## src/rtl/spi_addr_select_pkg.sv

```systemverilog
// Package: shared widths and constants for the addressed SPI selector.
// Assumes the 3/8/4 address split; every module sizes itself from these.
package spi_addr_select_pkg;
    localparam int BOARD_W = 3;
    localparam int CODE_W  = 8;
    localparam int ROLE_W  = 4;
    localparam int ADDR_W  = BOARD_W + CODE_W + ROLE_W;
    localparam int BYTE_W  = 8;
    localparam logic [ROLE_W-1:0] ROLE_DRIVER   = '1;
    localparam logic [ROLE_W-1:0] ROLE_RECEIVER = '0;
endpackage

```

## src/rtl/sas_sync.sv

```systemverilog
// Module: multi-bit two-flop synchroniser.
// Assumes each bit is an independent slow signal; no bus coherence is claimed.
module sas_sync #(
    parameter int WIDTH = 1,
    parameter logic [WIDTH-1:0] RST_VAL = '0
) (
    input  logic             clk,
    input  logic             rst_n,
    input  logic [WIDTH-1:0] async_i,
    output logic [WIDTH-1:0] sync_o
);
    logic [WIDTH-1:0] stage1;

    // Two-stage capture of asynchronous inputs.
    always_ff @(posedge clk) begin
        if (!rst_n) begin
            stage1 <= RST_VAL;
            sync_o <= RST_VAL;
        end else begin
            stage1 <= async_i;
            sync_o <= stage1;
        end
    end
endmodule

```

## src/rtl/sas_addr_rx.sv

```systemverilog
// Module: address shifter and comparator.
// Shifts MOSI in on each rising-edge strobe while chip select is active and
// compares the completed word against the device address on the last bit.
// Assumes strobes are one system-clock wide.
module sas_addr_rx
    import spi_addr_select_pkg::*;
(
    input  logic              clk,
    input  logic              rst_n,
    input  logic              cs_active_i,
    input  logic              sck_rise_i,
    input  logic              mosi_i,
    input  logic [ADDR_W-1:0] my_addr_i,
    output logic              sel_o
);
    localparam int CNT_W = $clog2(ADDR_W + 1);
    localparam logic [CNT_W-1:0] LAST = CNT_W'(ADDR_W - 1);

    logic [ADDR_W-1:0] shreg;
    logic [CNT_W-1:0]  cnt;
    logic              done;
    logic [ADDR_W-1:0] next_word;

    assign next_word = {shreg[ADDR_W-2:0], mosi_i};

    // Shift address bits and decide selection on the final bit.
    always_ff @(posedge clk) begin
        if (!rst_n || !cs_active_i) begin
            shreg <= '0;
            cnt   <= '0;
            done  <= 1'b0;
            sel_o <= 1'b0;
        end else if (sck_rise_i && !done) begin
            shreg <= next_word;
            cnt   <= cnt + 1'b1;
            if (cnt == LAST) begin
                done  <= 1'b1;
                sel_o <= (next_word == my_addr_i);
            end
        end
    end

    // selection only begins on the strobe that completes the address
    p_sel_after_full_r1: assert property (@(posedge clk) disable iff (!rst_n)
        $rose(sel_o) |-> ($past(cnt) == LAST && $past(sck_rise_i)));

    // inactive chip select clears counter and flag
    p_cs_clears_r6: assert property (@(posedge clk) disable iff (!rst_n)
        !cs_active_i |=> (cnt == '0 && !sel_o));
endmodule

```

## src/rtl/sas_status_tx.sv

```systemverilog
// Module: status byte transmitter.
// Loads the status byte when selection begins, presents its MSB at once and
// shifts left on falling-edge strobes, skipping the falling edge of the last
// address bit. Assumes sel_i rises between that bit's rising and falling edge.
module sas_status_tx
    import spi_addr_select_pkg::*;
#(
    parameter logic [BYTE_W-1:0] STATUS = 8'hA5
) (
    input  logic clk,
    input  logic rst_n,
    input  logic sel_i,
    input  logic sck_fall_i,
    output logic miso_o
);
    logic [BYTE_W-1:0] tx_reg;
    logic              sel_q;
    logic              skip;
    logic              load;

    assign load   = sel_i && !sel_q;
    assign miso_o = tx_reg[BYTE_W-1];

    // Load on selection, then shift out on falling edges.
    always_ff @(posedge clk) begin
        if (!rst_n) begin
            tx_reg <= '0;
            sel_q  <= 1'b0;
            skip   <= 1'b0;
        end else begin
            sel_q <= sel_i;
            if (load) begin
                tx_reg <= STATUS;
                skip   <= 1'b1;
            end else if (sck_fall_i && sel_i) begin
                if (skip) skip <= 1'b0;
                else      tx_reg <= {tx_reg[BYTE_W-2:0], 1'b0};
            end
        end
    end

    // status byte loaded when selection begins
    p_load_status_r8: assert property (@(posedge clk) disable iff (!rst_n)
        $rose(sel_i) |=> (tx_reg == STATUS));

    // output register moves only on falling edges or a load
    p_shift_on_fall_r8: assert property (@(posedge clk) disable iff (!rst_n)
        (!sck_fall_i && !load) |=> $stable(tx_reg));
endmodule

```

## src/rtl/spi_addr_select.sv

```systemverilog
// Module: addressed SPI slave selector (top).
// Synchronises the bus, detects serial-clock edges, picks the chip select of
// its role, and assembles its address from DIP switches and constants.
// Assumes the system clock is at least eight times the serial clock.
module spi_addr_select
    import spi_addr_select_pkg::*;
#(
    parameter bit                DRIVER_ROLE = 1'b1,
    parameter logic [CODE_W-1:0] INT_CODE    = 8'hEC,
    parameter logic [BYTE_W-1:0] STATUS      = 8'hA5
) (
    input  logic       clk,
    input  logic       rst_n,
    input  logic       sck_i,
    input  logic       mosi_i,
    input  logic       cs_drv_n_i,
    input  logic       cs_rcv_n_i,
    input  logic [3:0] dip_sw_i,
    output logic       miso_o,
    output logic       miso_oe_o,
    output logic       selected_o
);
    logic       own_cs_n;
    logic [2:0] bus_s;
    logic       sck_q;
    logic       sck_rise, sck_fall, cs_active;
    logic [ROLE_W-1:0] role_code;
    logic [ADDR_W-1:0] my_addr;

    // Role variant: choose chip select and role code.
    generate
        if (DRIVER_ROLE) begin : g_drv
            assign own_cs_n  = cs_drv_n_i;
            assign role_code = ROLE_DRIVER;
        end else begin : g_rcv
            assign own_cs_n  = cs_rcv_n_i;
            assign role_code = ROLE_RECEIVER;
        end
    endgenerate

    assign my_addr = {dip_sw_i[BOARD_W-1:0], INT_CODE, role_code};

    sas_sync #(.WIDTH(3), .RST_VAL(3'b100)) i_sync (
        .clk    (clk),
        .rst_n  (rst_n),
        .async_i({own_cs_n, mosi_i, sck_i}),
        .sync_o (bus_s)
    );

    // Remember previous serial clock for edge detection.
    always_ff @(posedge clk) begin
        if (!rst_n) sck_q <= 1'b0;
        else        sck_q <= bus_s[0];
    end

    assign sck_rise  = bus_s[0] && !sck_q;
    assign sck_fall  = !bus_s[0] && sck_q;
    assign cs_active = !bus_s[2];

    sas_addr_rx i_rx (
        .clk        (clk),
        .rst_n      (rst_n),
        .cs_active_i(cs_active),
        .sck_rise_i (sck_rise),
        .mosi_i     (bus_s[1]),
        .my_addr_i  (my_addr),
        .sel_o      (selected_o)
    );

    sas_status_tx #(.STATUS(STATUS)) i_tx (
        .clk       (clk),
        .rst_n     (rst_n),
        .sel_i     (selected_o),
        .sck_fall_i(sck_fall),
        .miso_o    (miso_o)
    );

    assign miso_oe_o = selected_o;

    // selection begins only while own chip select is active
    p_own_cs_r5: assert property (@(posedge clk) disable iff (!rst_n)
        $rose(selected_o) |-> $past(cs_active));
endmodule

```

## config.mk

```make
export PLATFORM = sky130hd
export DESIGN_NAME = spi_addr_select
export DESIGN_NICKNAME = d
export VERILOG_FILES = /design/src/rtl/spi_addr_select_pkg.sv /design/src/rtl/sas_sync.sv /design/src/rtl/sas_addr_rx.sv /design/src/rtl/sas_status_tx.sv /design/src/rtl/spi_addr_select.sv
export SDC_FILE = /design/constraint.sdc
export NUM_CORES = 1
export LEC_CHECK = 0
export BUFFER_PORTS_ARGS = -buffer_cell sky130_fd_sc_hd__clkbuf_2
export CORE_UTILIZATION = 40
export DETAILED_ROUTE_END_ITERATION = 8
export GPL_TIMING_DRIVEN = 1
export MAX_ROUTING_LAYER = met4
export PLACE_DENSITY = 0.61
export REMOVE_ABC_BUFFERS = 1
export SYNTH_ARGS = -nofsm -noshare
export SYNTH_HDL_FRONTEND = slang
export SYNTH_SLANG_ARGS = --single-unit
```

## constraint.sdc

```tcl
create_clock -name clk -period 1.51 [get_ports clk]
set_input_delay 0.0755 -clock clk [delete_from_list [all_inputs] [get_ports clk]]
set_output_delay 0.0755 -clock clk [all_outputs]
set_load 0.01 [all_outputs]
```

After elaboration in Yosys (flattened, before gate mapping)
Index checks and enable logic that the tools add are counted.
- $add $sub $neg: 1
- equality and inequality tests: 3
- mux-type cells: 5
- bitwise gates (word level): 2
- reduce and logical (&&, ||, !) cells: 16
- operator list (cell ; count):
    $mux W8 ; 3
    $eq A15 B15 Y1 ; 1
    $reduce_and A2 Y1 ; 3
    $logic_and A1 B1 Y1 ; 5
    $logic_not A1 Y1 ; 5
    $add A4 B1 Y4 const B ; 1
    $eq A4 B4 Y1 const B ; 1
    $mux W1 ; 2
    $ne A2 B2 Y1 const B ; 1
    $not A1 Y1 ; 2
    $reduce_bool A2 Y1 ; 1
    $reduce_or A2 Y1 ; 1
    $logic_or A1 B1 Y1 ; 1
- register bits after elaboration: 37
- input bits: 10
- output and inout bits: 3
- logic and storage cells: 38

Depth between registers and ports, before layout
- depth in word-level cells: 5
- mapped depth: 6
- gate-level depth less buffers: 6

Modules after synthesis
From an unflattened synthesis, not the netlist that was laid out.
- cell total of the unflattened synthesis: 162
- area total of the unflattened synthesis: 1500.2 um^2
- modules (own cells, without submodules) (module ; times used ; cells each ; area an instance (um^2) ; sequential area each (um^2)):
    sas_addr_rx ; 1 ; 109 ; 908.4 ; 400.4
    sas_status_tx ; 1 ; 33 ; 376.6 ; 200.2
    sas_sync ; 1 ; 12 ; 157.7 ; 120.1
    spi_addr_select ; 1 ; 8 ; 57.6 ; 20.0

Least setup slack after synthesis
No wires, ideal clock.
- path type: register -> register
- start: reg i_rx.done
- end: reg i_rx.shreg[4]
- library setup time: 0.132 ns
- arrival time: 1.111 ns
- data required time: 1.378 ns
- path slack: 0.267 ns
- cell stages (with the launch flop): 6
- path buffers: 2
- period minus slack after synthesis: 1.243 ns
- cell sequence: dfxtp_1 > or3b_1 > buf_6 > buf_2 > nand2_1 > a21oi_1
- longest elaborated chain between the ends: 2
- RTL lines (item ; line ; text):
    start: declaration ; sas_addr_rx.sv:21 ; logic done;
    start signal: assignment ; sas_addr_rx.sv:31 ; done <= 1'b0;
    start signal: assignment ; sas_addr_rx.sv:37 ; done <= 1'b1;
    $logic_not A1 Y1 ; sas_addr_rx.sv:33 ; end else if (sck_rise_i && !done) begin
    $logic_and A1 B1 Y1 ; sas_addr_rx.sv:33 ;
    end signal: assignment ; sas_addr_rx.sv:34 ; shreg <= next_word;
    end: declaration ; sas_addr_rx.sv:19 ; logic [ADDR_W-1:0] shreg;
Every way passes these cells.
A chain may end at the register's enable or synchronous reset.

Worst setup path after layout
- start: reg sck_q
- end: reg i_tx.tx_reg[5]
- longest elaborated chain between the ends: 4
- RTL lines (item ; line ; text):
    start: declaration ; spi_addr_select.sv:25 ; logic sck_q;
    start signal: assignment ; spi_addr_select.sv:53 ; else sck_q <= bus_s[0];
    $logic_and A1 B1 Y1 ; spi_addr_select.sv:57 ; assign sck_fall = !bus_s[0] && sck_q;
    $logic_and A1 B1 Y1 ; sas_status_tx.sv:35 ; end else if (sck_fall_i && sel_i) begin
    $reduce_bool A2 Y1 (no source line) ; -- ;
    $reduce_and A2 Y1 (no source line) ; -- ;
    end signal: assignment ; sas_status_tx.sv:37 ; else tx_reg <= {tx_reg[BYTE_W-2:0], 1'b0};
    end: declaration ; sas_status_tx.sv:16 ; logic [BYTE_W-1:0] tx_reg;
Every way passes these cells.

==> flow_summary_export.csv <==
group,metric,value,unit
yosys,synth_common_cells,"37 x dfxtp_1, 31 x nand2_1, 15 x a21oi_1, 10 x nor2_1, 7 x mux2i_1",
sta,timing.fmax,782,MHz
yosys,yosys_warnings,0,
min_path,hp-class,"in2reg",
run,cap_viol_max_count,0,
pwr,switching_share,21.2,%
die,fp.dieW,60.8,um
placed_design,place_area,1480,sq um
yosys,ys_types,25,
sta,setup_ws,0.232,ns
clock_network,clock_latency,0.34,ns
global_routing,grt_pass1_wl,3.96,mm
clock_network,cts-hold-fix-buffers,3,
die,io_pins,13,
critical_path,arrival,1.50,ns
yosys,synthCells,147,
global_routing,grt_antenna_before_repair,0,
critical_path,crit_chain,"nand3b_1 -> nor2_4 -> mux2i_1 -> a21boi_0",
sta,hold_viol_final,0,
clock_network,postCtsSetupRepairBufs,0,
placed_design,dp_slack,0.238,ns
yosys,yosysTopAreaCell,"dfxtp_1",
die,dieArea,3700,sq um
yosys,synth_edf_count,0,
yosys,yosysMostFrequentCell,"dfxtp_1",
yosys,netlist_area,1380,sq um
die,core_area,3180,sq um
critical_path,rr_worst_depth,4,
critical_path,crit_slowest_cell,"dfxtp_1",
min_path,hold_depth,2,
pwr,p_leak,0.000542,uW
drt,drt-initial-drc-count,24,
yosys,ys_seq_area_share,53.5,%
die,rows,20,
global_routing,grt_max_degree,21,
die,die-height,60.8,um
clock_network,numCtsBuffers,5,
critical_path,cp_slowest_stage_delay,0.41,ns
min_path,hold_end,"i_sync.sync_o[2]$_SDFF_PN1_",
sta,worst_pin_slew,0.346,ns
cells_and_area,area_growth,14.1,%
sta,setup_tns,0,ns
global_routing,overflow,0,
clock_network,root_buffer,"clkbuf_4",
sta,fin_skew,0.0106,ns
critical_path,crit_type,"reg2reg",
pwr,p_total,1620,uW
critical_path,path_buf_inv,0,
clock_network,cts_sinks,37,
clock_network,cts_tree,"yes",
drt,avgRoutedWirePerCell,10.9,um
cells_and_area,drive_gt1_share,15.2,%
critical_path,endpoint_kind,"flop",
drt,drc,0,
yosys,synth_area_leaders,"dfxtp_1 54%, nand2_1 8.4%, a21oi_1 5.4%",
yosys,avgSynthCellArea,9.41,sq um
sta,period_needed,1.28,ns
clock_network,clk_pin_slew,0.11,ns
global_routing,track_usage,15.7,%
cells_and_area,largest_register_ffs,14,
drt,viasPerCell,4.75,
placed_design,place_congestion,0.772,
global_routing,grt_pass1_vias,948,
drt,dr_total_vias,992,
critical_path,cp-start-kind,"flop",
critical_path,cp_max_fo,7,
critical_path,r2r_start,"sck_q$_SDFF_PN0_",
critical_path,path_delay_family,"simple AND/OR/NAND/NOR gates",
cells_and_area,fin_area,1580,sq um
pwr,switchingPower,344,uW
yosys,synthArstFlopShare,0,%
yosys,ys_ff_latch,37,
critical_path,required,1.73,ns
critical_path,reg2reg_slack,0.23,ns
cells_and_area,num_antenna_cells,0,
placed_design,io_buffers,10,
min_path,holdCritStartpoint,"rst_n",
sta,setup_viol,0,
outcome,status,"finished clean",
clock_network,post_cts_resize_count,0,
clock_network,clockBufferDepth,2,
yosys,synth_top_flop_cell,"dfxtp_1",
clock_network,cts_htree_levels,2,
cells_and_area,final_net_count,176,
drt,routed_wl,2.29,mm
yosys,synth_top_area_share,53.5,%
pwr,seqPwrFrac,60.8,%
critical_path,r2r_end,"i_tx.tx_reg[5]$_SDFFE_PN0P_",
sta,rsz0062_at_grt,"false",
die,start_util,43.5,%
sta,post-route-period-util,84.7,%
pwr,vdd_drop_max,0.537,mV
pwr,combPwrFrac,3.4,%
sta,max_slew_margin,76.7,%
pwr,p_int,1280,uW
placed_design,dp_hpwl,1.55,mm
sta,slew_viol_final,0,
drt,antenna_left,0,
pwr,p_per_area,1030,nW/um^2
pwr,clockPowerShare,35.8,%
drt,first_pass_iters,4,
==> metrics by stage <==
step                      hold slack, ns  util [%]  cells
after global placement             0.258      46.5    198
after floorplan                    0.149         -    140
after global routing              0.0854      49.7    209
after CTS                         0.0576      49.7    209
after detailed placement           0.286      46.5    198
final                             0.0636      49.7    209
==> layout make-up <==
cell class,instances,area (sq um)
fill,317,1600
sequential,37,741
multi-input combinational,102,599
timing repair buffer,17,110
clock buffer,7,65.1
tap,44,55.1
clock inverter,1,5.00
inverter,1,3.75
==> routing by layer <==
| layer | GRT usage, % | routed length, um | vias to the layer above |
|---|---|---|---|
| met5 | - | 0 | - |
| met1 | 17.6 | 1080 | 455 |
| met4 | 7.79 | 65 | 0 |
| li1 | - | - | 516 |
| met3 | 6.40 | 63 | 7 |
| met2 | 24.2 | 1080 | 14 |
==> cells by family (layout without fill, tap and decap cells) <==
kind of cell | count (synthesis) | after routing | share of synthesized area [%]
compound gates | 23 | 23 | 9.40
simple gates | 64 | 64 | 23.2
mux | 7 | 7 | 5.06
fa+ha+maj | 2 | 2 | 1.81
xor+xnor | 6 | 6 | 3.80
buf+inv | 8 | 26 | 3.16
flops | 37 | 37 | 53.5
==> cell usage in the layout (no fill, tap or decap) <==
cell           count
clkbuf_2          10
nor3b_4            1
inv_1              1
nor2_4             2
or3b_1             1
nor2_1            10
nand3b_1           1
xnor2_1            1
nand2b_1           5
mux2i_1            7
a211oi_1           1
nor4_1             2
dfxtp_1           37
nand4_1            3
ha_1               2
a21boi_0           5
and2_1             6
clkbuf_8           2
xor2_1             5
buf_4              4
clkbuf_4           5
dlygate4sd3_1      3
clkinv_2           1
nand2_1           31
a21oi_1           15
nand3_1            2
o21ai_0            2
==> worst register-to-register path: cells and delay by family (launching register included) <==
family / cells / cell delay [ns]
and+or+nand+nor: 2 / 0.45
muxes: 1 / 0.21
AOI/OAI and AO/OA: 1 / 0.09
DFF: 1 / 0.41
==> worst max path at each step <==
| stage | start | slack [ns] | cells past startpoint | endpoint |
|---|---|---|---|---|
| floorplan | i_rx.done$_SDFFE_PP0P_ | 0.20 | 4 | i_rx.sel_o$_SDFFE_PP0P_ |
| global placement | sck_q$_SDFF_PN0_ | 0.27 | 4 | i_tx.tx_reg[5]$_SDFFE_PN0P_ |
| detailed placement | sck_q$_SDFF_PN0_ | 0.24 | 4 | i_tx.tx_reg[2]$_SDFFE_PN0P_ |
| CTS | sck_q$_SDFF_PN0_ | 0.22 | 4 | i_tx.tx_reg[5]$_SDFFE_PN0P_ |
| global route | sck_q$_SDFF_PN0_ | 0.12 | 4 | i_tx.tx_reg[5]$_SDFFE_PN0P_ |
| finish | sck_q$_SDFF_PN0_ | 0.23 | 4 | i_tx.tx_reg[5]$_SDFFE_PN0P_ |
==> power by group through the flow <==
stage / clock, uW / combinational, uW / sequential [uW]
final: 582 / 55.0 / 987
after global routing: 643 / 61.7 / 989
after floorplan: 0 / 26.0 / 1010
after global placement: 0 / 48.0 / 1010
after CTS: 598 / 55.4 / 987
after detailed placement: 0 / 49.2 / 1010
Power figures use the tool's default switching activity.
